### src/rtl/decnum_recognizer.sv
module decnum_recognizer #(
  parameter int CHAR_W = 8,
  localparam int ST_W = 3
) (
  input  logic              clk,
  input  logic              rst,
  input  logic [CHAR_W-1:0] ch,
  input  logic              ch_vld,
  output logic              num_ok,
  output logic [ST_W-1:0]   state_o
);

  typedef enum logic [ST_W-1:0] {
    S_IDLE  = 3'd0,
    S_SIGN  = 3'd1,
    S_WHOLE = 3'd2,
    S_POINT = 3'd3,
    S_FRAC  = 3'd4,
    S_TRAP  = 3'd5
  } st_t;

  st_t st_q, st_d;
  logic is_dig, is_neg, is_dot;

  assign is_dig = (ch >= CHAR_W'('h30)) && (ch <= CHAR_W'('h39));
  assign is_neg = (ch == CHAR_W'('h2D));
  assign is_dot = (ch == CHAR_W'('h2E));

  always_comb begin
    st_d = S_TRAP;
    unique case (st_q)
      S_IDLE:  if (is_neg) st_d = S_SIGN;  else if (is_dig) st_d = S_WHOLE;
      S_SIGN:  if (is_dig) st_d = S_WHOLE;
      S_WHOLE: if (is_dig) st_d = S_WHOLE; else if (is_dot) st_d = S_POINT;
      S_POINT: if (is_dig) st_d = S_FRAC;
      S_FRAC:  if (is_dig) st_d = S_FRAC;
      default: st_d = S_TRAP;
    endcase
  end

  always_ff @(posedge clk) begin
    if (rst)         st_q <= S_IDLE;
    else if (ch_vld) st_q <= st_d;
  end

  assign num_ok  = (st_q == S_WHOLE) || (st_q == S_FRAC);
  assign state_o = st_q;

endmodule

### config.mk
export PLATFORM = sky130hd
export DESIGN_NAME = decnum_recognizer
export DESIGN_NICKNAME = d
export VERILOG_FILES = /design/src/rtl/decnum_recognizer.sv
export SDC_FILE = /design/constraint.sdc
export NUM_CORES = 1
export LEC_CHECK = 0
export BUFFER_PORTS_ARGS = -buffer_cell sky130_fd_sc_hd__buf_2
export CAP_MARGIN = 20
export CORE_AREA = 3 3 40 42
export DETAILED_ROUTE_END_ITERATION = 8
export DIE_AREA = 0 0 43 45
export PLACE_DENSITY = 0.41
export SLEW_MARGIN = 15
export SYNTH_ARGS = -nofsm -noshare
export SYNTH_HDL_FRONTEND = slang
export SYNTH_SLANG_ARGS = --single-unit
### constraint.sdc
create_clock -name clk -period 1.9 [get_ports clk]
set_clock_uncertainty 0.15 [all_clocks]
set_input_delay 0.285 -clock clk [delete_from_list [all_inputs] [get_ports clk]]
set_output_delay 0.285 -clock clk [all_outputs]
set_load 0.03 [all_outputs]
==> results <==
- The sum of buffers and inverters on the critical path is 1.
- The first global-routing pass estimated 1.08 mm of wire.
- The number of core rows is 13.
- At the placement stage, the worst setup path has a slack of 385 ps.
- The number of cells on the worst reg-to-reg path is 4.
- The completed layout was analyzed and its total power is 238 µW.
- After synthesis, the cell types taking the most area are sky130_fd_sc_hd__dfxtp_1, sky130_fd_sc_hd__nor4b_4, sky130_fd_sc_hd__nand2b_1, sky130_fd_sc_hd__a2111o_1, sky130_fd_sc_hd__nand2_1.
- The global routing usage summed across all routing layers is 7.73%.
- The number of flops mapped to enable cells by yosys is 0.
- The number of placed instances, taps included, is 59.
- The fraction of layout instances using a drive strength above 1 is 41.7%.
- The violation count after the first detailed-route iteration is 8.
- The first TritonRoute pass finished after 4 iterations.
- Dividing total power by cell area gives a power density of 655 nW/µm².
- Synthesis produced a netlist with a net count of 41.
- The worst voltage drop across the vdd grid is 0.000304 V.
- For this run the aggregate overflow at the end of global routing stands at 0.
- The launching element of the worst setup path is state_o[1].
- The leakage dissipation is 0.154 nW.
- The maximum clock path buffer count is 2.
- The number of instances in the synthesized netlist is 30.
- In this run the biggest area consumer among cell types represents 24.1% of the synthesized area.
- The worst slack on hold paths is 133 ps.
- Once the floorplan was initialized, standard cells occupied 19.4% of the core.
- Counting the buffers created by CTS gives 3.
- Multiplexer cells account for 0% of the synthesized area.
- The type of the most critical hold path is in2reg.
- Summing the areas of all compound-gate instances in the mapped netlist gives 26.1% of the synthesized area.
- The final estimated routing congestion in global placement is 0.617.
- The pin count of the biggest net entering global routing is 8.
- Walking the worst path, the cells encountered are xnor2_1 -> nor2_1 -> buf_2.
- The final hold violation count is 0.
- The post-synthesis xor/xnor area fraction is 3.52%.
- The hold-fix buffer count after cts is 0.
- The top-level port count is 15.
- The HPWL after detailed placement is 538 µm.
- Setup repair after global routing left no endpoint under its margin.
- After synthesis, the mean cell area works out to 8.30 µm².
- The area enclosed by the die boundary is 1940 µm².
- After Yosys synthesis, and, or, nand and nor cells account for 44.7% of the synthesized area.
- Dividing the detail-routed wire length by the instance count gives 10.2 µm.
- Counting every sink on the clock net gives 3.
- The maximum net fanout on the critical path is 7.
- The count of warnings emitted by yosys is 0.
- The critical path capture point type is a primary output.
- The number of diodes is 0.
- Measured along the x axis, the die boundary spans 43 µm.
- The async set-reset flop share out of synthesis is 0%.
- The CTS tree is done.
- Headroom to the max-slew limit came out at 78.2%.
- The biggest area contributor in the post-synthesis netlist is sky130_fd_sc_hd__dfxtp_1.
- The startpoint of the worst-slack reg-to-reg timing path is state_o[2].
- For this run, the top clock speed supported by timing is 665 MHz.
- For this run, the number of standard cells in the final layout without fillers is 63.
- The main combinational cell family by area after synthesis is simple AND/OR/NAND/NOR gates.
- The count of buffers added by post-CTS timing repair for setup is 0.
- The clock period could shrink to 1500 ps.
- The critical path runs through a total of 3 cells.
- The category of the worst setup path launch point is a register.
- Setup violations remaining at the end of the flow were counted as 0.
- The final setup slack of the worst path is 395 ps.
- The final cycle utilization of the critical path is 79.2%.
- The flip-flop count of the largest register, all copies and words added is 3.
- The worst path required time is 1460 ps.
- The floorplan die height is 45 µm.
- The tool flagged a number of max-cap violations equal to 0.
- The area growth from synthesis to layout is 46.2%.
- The largest individual stage delay along the critical path comes from the cell sky130_fd_sc_hd__dfxtp_1.
- For this run, the slowest stage of the critical path takes 460 ps.
- The post-detailed-route DRC marker count is 0.
- The category of the critical setup timing path is reg2out.
- The sequential fraction of the synthesis area is 24.1%.
- The distinct cell type count of the synthesized netlist is 22.
- The run finished with clean final reports.
- Clock tree synthesis selected as its root buffer the cell sky130_fd_sc_hd__clkbuf_4.
- The primary flip-flop cell chosen by synthesis mapping is sky130_fd_sc_hd__dfxtp_1.
- The worst-margin pin slew is 325 ps.
- The worst hold path passes through 2 cells.
- The flip-flop and latch count after synthesis is 3.
- At the later pin of the worst-skew pair, clock insertion delay measures 230 ps.
- The number of I/O port buffers is 14.
- STA puts the critical path data arrival time at 1070 ps.
- The count of antenna-violating nets left after detailed routing is 0.
- The number of global-route vias before repair was 276.
- Setup total negative slack on the finished layout was measured at 0 ps.
- The register-to-register setup slack is 410 ps.
- Grouping stages by cell kind, the critical path spends the most delay in flip-flops.
- The count of pins over their slew limit is 0.
- Dividing the detail-routed via count by the number of cells gives 4.76.
- The area of the core is 1280 µm².
- The number of antenna violations at the first check in global routing is 0.
- Clock-pin slew was measured on the worst setup and hold paths at 40 ps.
- Summing every instance area after synthesis gives 249 µm².
- After clock tree synthesis, the repair step resized 0 gates.
- In this run the number of H-tree levels came out at 1.
- The final layout contains routed wiring with a total length of 645 µm.
- The start point of the worst hold path is rst.
- The adder and majority cell fraction of the synthesized area is 0%.
- The final layout contains 60 nets.
- The number of vias in the routed layout is 300.
## routing by layer
layer | up-vias | track usage (%) | wire length, µm
li1 | 155 | - | -
met1 | 132 | 7.43 | 262
met2 | 13 | 12.9 | 346
met3 | 0 | 6.37 | 36
met4 | 0 | 1.81 | 0
met5 | - | 0 | 0
## cells in the mapped netlist (all sizes together), types with 2 or more instances
library cell  instances
o21ai                 2
dfxtp                 3
nand2                 4
nor4b                 2
nand3                 2
nand2b                2
nor2                  3
## power breakdown
| group | internal, mW | leakage (nW) | total [mW] | switching, mW |
|---|---|---|---|---|
| Clock | 0.0788 | 0.0150 | 0.113 | 0.0344 |
| Combinational | 0.0227 | 0.114 | 0.0526 | 0.0299 |
| Sequential | 0.0669 | 0.0248 | 0.0726 | 0.00573 |
## kinds of logic after synthesis
logic type | count (synthesis)
and+or+nand+nor | 17
AOI/OAI and AO/OA | 8
DFF | 3
xor gates and xnor gates | 1
buffers and inverters | 1
## layout by cell type, fill, tap and decap left out
cell	instances
sky130_fd_sc_hd__o41a_1	1
sky130_fd_sc_hd__nor4b_1	1
sky130_fd_sc_hd__nor3b_1	1
sky130_fd_sc_hd__o21ai_2	1
sky130_fd_sc_hd__nor4b_4	1
sky130_fd_sc_hd__nor2_1	3
sky130_fd_sc_hd__nand3_1	2
sky130_fd_sc_hd__inv_1	1
sky130_fd_sc_hd__clkbuf_1	1
sky130_fd_sc_hd__buf_2	14
sky130_fd_sc_hd__a21oi_1	1
sky130_fd_sc_hd__nand2_1	3
sky130_fd_sc_hd__o21ai_1	1
sky130_fd_sc_hd__nand2_2	1
sky130_fd_sc_hd__a211oi_1	1
sky130_fd_sc_hd__and3b_1	1
sky130_fd_sc_hd__dfxtp_1	3
sky130_fd_sc_hd__nor2b_1	1
sky130_fd_sc_hd__a2111o_1	1
sky130_fd_sc_hd__a32oi_1	1
sky130_fd_sc_hd__xnor2_1	1
sky130_fd_sc_hd__nor3_1	1
sky130_fd_sc_hd__nand2b_1	2
sky130_fd_sc_hd__clkbuf_4	3
sky130_fd_sc_hd__o211ai_1	1
## worst paths after layout
kind | endpoint
worst min-delay path | state_o[2]
worst max register to register | state_o[1]
worst max-delay path | num_ok
worst min register to register | state_o[2]
## area by class of cell
cell class                 count  area [µm²]
sequential                     3        60.1
clock buffer                   4        26.3
fill                         153         921
inverter                       1        3.75
multi-input combinational     26         185
tap                           15        18.8
timing repair buffer          14        70.1
## stage by stage
step	utilization, %	cell area [µm²]
floorplan	-	249
global placement	26.3	338
detailed placement	26.3	338
CTS	28.3	364
global route	28.3	364
finish	28.3	364
No activity file was read; power rests on OpenSTA's default activity.
